$ cat config.mk
export PLATFORM = sky130hd
export DESIGN_NAME = eq_search_ctrl
export DESIGN_NICKNAME = d
export VERILOG_FILES = /design/src/rtl/eqs_pkg.sv /design/src/rtl/eqs_phase_timer.sv /design/src/rtl/eqs_err_acc.sv /design/src/rtl/eqs_code_step.sv /design/src/rtl/eq_search_ctrl.sv
export SDC_FILE = /design/constraint.sdc
export NUM_CORES = 1
export LEC_CHECK = 0
export ABC_AREA = 1
export BUFFER_PORTS_ARGS = -buffer_cell sky130_fd_sc_hd__buf_2
export CAP_MARGIN = 20
export CORE_ASPECT_RATIO = 1.4
export CORE_MARGIN = 8
export CORE_UTILIZATION = 45
export CTS_CLUSTER_DIAMETER = 150
export DETAILED_ROUTE_END_ITERATION = 10
export PLACE_DENSITY = 0.77
export SYNTH_ARGS = -nofsm -noshare
export SYNTH_HDL_FRONTEND = slang
export SYNTH_SLANG_ARGS = --single-unit
$ cat constraint.sdc
create_clock -name clk -period 5.14 [get_ports clk]
set_clock_uncertainty 0.1 [all_clocks]
set_input_delay 0.257 -clock clk [delete_from_list [all_inputs] [get_ports clk]]
set_output_delay 0.257 -clock clk [all_outputs]
set_load 0.01 [all_outputs]
$ cat src/rtl/eqs_pkg.sv
package eqs_pkg;

  typedef enum logic [1:0] {
    ST_SETTLE = 2'd0,
    ST_PROBE  = 2'd1,
    ST_HOLD   = 2'd2
  } eqs_state_e;

  function automatic logic [1:0] count_hits(input logic [2:0] v);
    count_hits = {1'b0, v[0]} + {1'b0, v[1]} + {1'b0, v[2]};
  endfunction

endpackage

$ cat src/rtl/eqs_phase_timer.sv
module eqs_phase_timer #(
  parameter int CNT_W = 15
) (
  input  logic             clk,
  input  logic             rst,
  input  logic             clr,
  input  logic [CNT_W-1:0] half_len,
  output logic             done
);
  logic [CNT_W-1:0] cnt_q;

  assign done = (cnt_q == half_len - 1'b1);

  always_ff @(posedge clk) begin
    if (rst || clr) cnt_q <= '0;
    else            cnt_q <= cnt_q + 1'b1;
  end
endmodule

$ cat src/rtl/eqs_err_acc.sv
module eqs_err_acc
  import eqs_pkg::*;
#(
  parameter int CNT_W = 8
) (
  input  logic             clk,
  input  logic             rst,
  input  logic             clr,
  input  logic             en,
  input  logic [2:0]       strobes,
  input  logic [2:0]       mask,
  output logic             hit,
  output logic [CNT_W-1:0] cnt_nx
);
  localparam logic [CNT_W+1:0] SAT = {2'b00, {CNT_W{1'b1}}};

  logic [CNT_W-1:0] cnt_q;
  logic [1:0]       inc;
  logic [CNT_W+1:0] sum;

  always_comb begin
    inc    = count_hits(strobes & mask);
    hit    = (inc != 2'd0);
    sum    = {2'b00, cnt_q} + {{CNT_W{1'b0}}, inc};
    cnt_nx = (sum > SAT) ? SAT[CNT_W-1:0] : sum[CNT_W-1:0];
  end

  always_ff @(posedge clk) begin
    if (rst || clr) cnt_q <= '0;
    else if (en)    cnt_q <= cnt_nx;
  end
endmodule

$ cat src/rtl/eqs_code_step.sv
module eqs_code_step #(
  parameter int EQ_W  = 4,
  parameter int FLT_W = 3
) (
  input  logic [EQ_W-1:0]  eq_in,
  input  logic [FLT_W-1:0] flt_in,
  input  logic             nest_en,
  input  logic             eq_outer,
  output logic [EQ_W-1:0]  eq_out,
  output logic [FLT_W-1:0] flt_out
);
  localparam logic [EQ_W-1:0]  EQ_MAX  = {EQ_W{1'b1}};
  localparam logic [FLT_W-1:0] FLT_MAX = {FLT_W{1'b1}};

  always_comb begin
    eq_out  = eq_in;
    flt_out = flt_in;
    if (!nest_en) begin
      eq_out = eq_in + 1'b1;
    end else if (!eq_outer) begin
      eq_out = eq_in + 1'b1;
      if (eq_in == EQ_MAX) flt_out = flt_in + 1'b1;
    end else begin
      flt_out = flt_in + 1'b1;
      if (flt_in == FLT_MAX) eq_out = eq_in + 1'b1;
    end
  end
endmodule

$ cat src/rtl/eq_search_ctrl.sv
module eq_search_ctrl
  import eqs_pkg::*;
#(
  parameter int PER_W = 16,
  parameter int ERR_W = 8,
  parameter int EQ_W  = 4,
  parameter int FLT_W = 3
) (
  input  logic             clk,
  input  logic             rst,
  input  logic             lock_i,
  input  logic             err_clk_i,
  input  logic             err_seq_i,
  input  logic             err_par_i,
  input  logic [PER_W-1:0] relock_period_i,
  input  logic [2:0]       err_mask_i,
  input  logic [ERR_W-1:0] err_thresh_i,
  input  logic             two_step_i,
  input  logic             outer_sel_i,
  input  logic             flt_adapt_i,
  output logic [EQ_W-1:0]  eq_code_o,
  output logic [FLT_W-1:0] flt_code_o,
  output logic             adapted_o
);
  localparam int HALF_W = PER_W - 1;

  eqs_state_e       st_q, st_nx;
  logic [HALF_W-1:0] half_len;
  logic [ERR_W-1:0]  thr_eff;
  logic              win_done, err_hit, advance, win_clr;
  logic [ERR_W-1:0]  err_cnt_nx;
  logic [EQ_W-1:0]   eq_step;
  logic [FLT_W-1:0]  flt_step;

  always_comb begin
    half_len = relock_period_i[PER_W-1:1];
    if (half_len == '0) half_len = {{(HALF_W-1){1'b0}}, 1'b1};
    thr_eff = (err_thresh_i == '0) ? {{(ERR_W-1){1'b0}}, 1'b1} : err_thresh_i;
  end

  eqs_phase_timer #(.CNT_W(HALF_W)) u_timer (
    .clk      (clk),
    .rst      (rst),
    .clr      (win_clr),
    .half_len (half_len),
    .done     (win_done)
  );

  eqs_err_acc #(.CNT_W(ERR_W)) u_acc (
    .clk     (clk),
    .rst     (rst),
    .clr     (win_clr),
    .en      (st_q != ST_SETTLE),
    .strobes ({err_clk_i, err_seq_i, err_par_i}),
    .mask    (err_mask_i),
    .hit     (err_hit),
    .cnt_nx  (err_cnt_nx)
  );

  eqs_code_step #(.EQ_W(EQ_W), .FLT_W(FLT_W)) u_step (
    .eq_in    (eq_code_o),
    .flt_in   (flt_code_o),
    .nest_en  (flt_adapt_i),
    .eq_outer (outer_sel_i),
    .eq_out   (eq_step),
    .flt_out  (flt_step)
  );

  always_comb begin
    st_nx   = st_q;
    advance = 1'b0;
    unique case (st_q)
      ST_SETTLE: if (win_done) st_nx = ST_PROBE;
      ST_PROBE: begin
        if (two_step_i && err_hit) begin
          advance = 1'b1;
        end else if (win_done) begin
          if (lock_i && (two_step_i || err_cnt_nx <= thr_eff)) st_nx = ST_HOLD;
          else advance = 1'b1;
        end
      end
      ST_HOLD: if (win_done && err_cnt_nx > thr_eff) advance = 1'b1;
      default: st_nx = ST_SETTLE;
    endcase
    if (advance) st_nx = ST_SETTLE;
    win_clr = win_done || advance;
  end

  always_ff @(posedge clk) begin
    if (rst) begin
      st_q       <= ST_SETTLE;
      eq_code_o  <= '0;
      flt_code_o <= '0;
      adapted_o  <= 1'b0;
    end else begin
      st_q      <= st_nx;
      adapted_o <= (st_nx == ST_HOLD);
      if (advance) begin
        eq_code_o  <= eq_step;
        flt_code_o <= flt_step;
      end
    end
  end
endmodule

==> results.py <==
metrics = {
    "timing": {
        "rsz0062_at_grt": "false",
        "period_minus_slack_ns": 4.477,
        "fin_tns_setup_ns": 0,
        "maxSlewHeadroom_pct": 66.78,
        "final_hold_viol_count": 0,
        "period_share_pct": 87.09,
        "worst_pin_slew_ns": 0.4983,
        "finalSetupViolCount": 0,
        "fmax_mhz": 223.4,
        "drv_slew": 0,
    },
    "critical_path": {
        "crit_top_cell": "nand2_1",
        "crit_type": "input port to register",
        "startpoint_type": "input port",
        "crit_family": "simple AND/OR/NAND/NOR gates",
        "crit_required_ns": 5.26,
        "cp.buffers_inverters": 5,
        "cp_max_fo": 23,
        "slowest_delay_ns": 0.55,
        "crit_path_end_kind": "register",
        "critical_path_arrival_ns": 4.59,
        "r2r_slack_ns": 1.04,
        "cp_slowest_cell": "fa_1",
    },
    "clock_tree": {
        "cts_setup_buffers": 0,
        "cts_tree": "yes",
        "cts_resized": 0,
        "ctsHoldBuffers": 0,
        "cts_max_level": 2,
        "insertion_delay_ns": 0.29,
        "clock_path_buffers": 2,
        "clockRootBuffer": "clkbuf_8",
        "cts_sinks": 33,
        "cts_buffers": 5,
        "clk_pin_slew_ns": 0.07,
    },
    "placed_design": {
        "dpl.hpwl_mm": 4.549,
        "portBuffers": 42,
        "gp_congestion": 0.8549,
    },
    "floorplan": {
        "rows": 33,
        "coreArea_um2": 5822,
        "io_pins": 44,
        "initial_core_util_pct": 46.14,
        "die_w_um": 81.30,
        "die_area_um2": 8733,
        "die_h_um": 107.4,
    },
    "final_layout": {
        "syn_to_final_growth_pct": 13.88,
        "utilization_pct": 52.55,
        "drive_gt1_share_pct": 19.59,
        "num_antenna_cells": 0,
        "fillers": 580,
        "layout_commonest_cell": "nand2_1",
        "final_cell_mix": "85 x nand2_1, 65 x inv_1, 42 x buf_2, 34 x nor2_1, 33 x dfxtp_1",
        "nNetsFinal": 490,
    },
    "synthesis": {
        "avgSynthCellArea_um2": 6.906,
        "seq_area_frac_synth_pct": 24.59,
        "ys_types": 38,
        "synth_top_area_share_pct": 24.59,
        "synthesis.nets": 446,
        "yosys_warnings": 0,
        "syn-cell-area_um2": 2686,
        "syn_inst": 389,
        "synth_area_leaders": "dfxtp_1 25%, nand2_1 12%, inv_1 9.1%",
        "ys_ff_latch": 33,
        "yosysTopAreaCell": "dfxtp_1",
    },
    "grt": {
        "antenna_found_initial": 0,
        "overflow": 0,
        "grt_pass1_vias": 2497,
        "grt_max_degree": 24,
        "groute.usage.overall_pct": 13.63,
        "grt_pass1_wl_mm": 9.839,
    },
    "route": {
        "via_per_inst": 4.839,
        "dr_wl_met3_um": 207,
        "drc": 0,
        "ant_nets": 0,
        "dr.pass1.iters": 4,
        "routed_wl_mm": 5.496,
        "wl_met2_mm": 2.671,
        "wl_per_cell_um": 10.90,
        "top_layer_used": "met4",
        "vias": 2439,
        "drt_iter0_drc": 61,
        "wl_met1_mm": 2.514,
    },
    "run": {
        "cap_viol_max_count": 0,
    },
    "power_and_ir_drop": {
        "power_per_cell_area_nw_per_um2": 192.1,
        "cellLeakagePower_nw": 1.492,
        "irDropWorstVdd_mv": 0.1323,
    },
    "worst_hold_path": {
        "hp-class": "input port to register",
    },
    "status": {
        "status": "completed",
    },
}
-- layer usage --
metal	GRT usage, %	vias to the layer above
met4	6.026	0
met2	24.07	46
li1	-	1316
met3	2.926	9
met5	0	-
met1	14.91	1068
-- registers in the layout, summed over array words and instances (netlist names) --
| name | cells |
|---|---|
| u_timer.cnt_q | 15 |
| u_acc.cnt_q | 8 |
| eq_code_o | 4 |
| flt_code_o | 3 |
| st_q | 2 |
| adapted_o | 1 |
-- metrics by stage --
stage	instance area (um^2)	hold slack, ns	std cells	worst slack (ns)	power [mW]
after floorplan	2686	0.3502	389	1.063	0.3167
after global placement	2943	0.3660	496	0.3955	0.3394
after detailed placement	2943	0.3805	496	0.2927	0.3416
after CTS	3059	0.1391	504	0.5955	0.5949
after global routing	3059	0.1472	504	0.2229	0.6187
final	3059	0.1427	504	0.6634	0.5876
-- cell families (layout without fill, tap and decap cells) --
| group | count (synthesis) | in the layout | synth area share (%) |
|---|---|---|---|
| AO/OA/AOI/OAI | 30 | 30 | 6.707 |
| XOR/XNOR | 31 | 31 | 10.90 |
| adder cells (fa/ha/maj) | 21 | 21 | 10.34 |
| buffers and inverters | 70 | 115 | 10.62 |
| flip-flops | 33 | 33 | 24.59 |
| multiplexers | 2 | 2 | 0.7453 |
| AND/OR/NAND/NOR | 202 | 202 | 36.10 |
-- power by group --
part	switching, mW	total (mW)	internal [mW]	leakage [nW]
clock network	0.0944	0.252	0.158	0.0585
registers	0.00245	0.260	0.258	0.266
logic	0.0439	0.0751	0.0312	1.17
total	0.141	0.588	0.447	1.49
-- synth_stat cells (all sizes together) --
library cell,instances
dfxtp,33
buf,3
o21bai,1
xnor2,9
o21ai,12
and3,1
mux2i,2
clkbuf,2
o211ai,1
or2,2
o21a,1
nor2,59
nand3,25
nor3,7
ha,19
nor4,4
a21o,1
inv,65
and2,1
nand3b,1
a21oi,13
a41o,1
xnor3,1
nand2,89
xor2,21
nand4,13
fa,2
-- final cells by class --
| class | count | area [um^2] | share of cell area, % |
|---|---|---|---|
| well taps | 70 | 87.58 | 2.863 |
| clock inverters | 1 | 30.03 | 0.9816 |
| inverters | 65 | 244.0 | 7.975 |
| multi-input cells | 286 | 1740 | 56.89 |
| repair buffers | 42 | 210.2 | 6.871 |
| flip-flops and latches | 33 | 660.6 | 21.60 |
| clock buffers | 7 | 86.33 | 2.822 |
-- path summary, 6_finish.rpt --
| kind | startpoint | end | cells after the start |
|---|---|---|---|
| max | err_par_i | u_acc.cnt_q[0]$_SDFFE_PP0N_ | 26 |
| min | rst | eq_code_o[3]$_SDFFE_PP0P_ | 2 |
| max reg2reg | u_acc.cnt_q[0]$_SDFFE_PP0N_ | u_acc.cnt_q[0]$_SDFFE_PP0N_ | 22 |
| min reg2reg | flt_code_o[1]$_SDFFE_PP0P_ | flt_code_o[1]$_SDFFE_PP0P_ | 2 |
(Power assumes the default switching activity.)
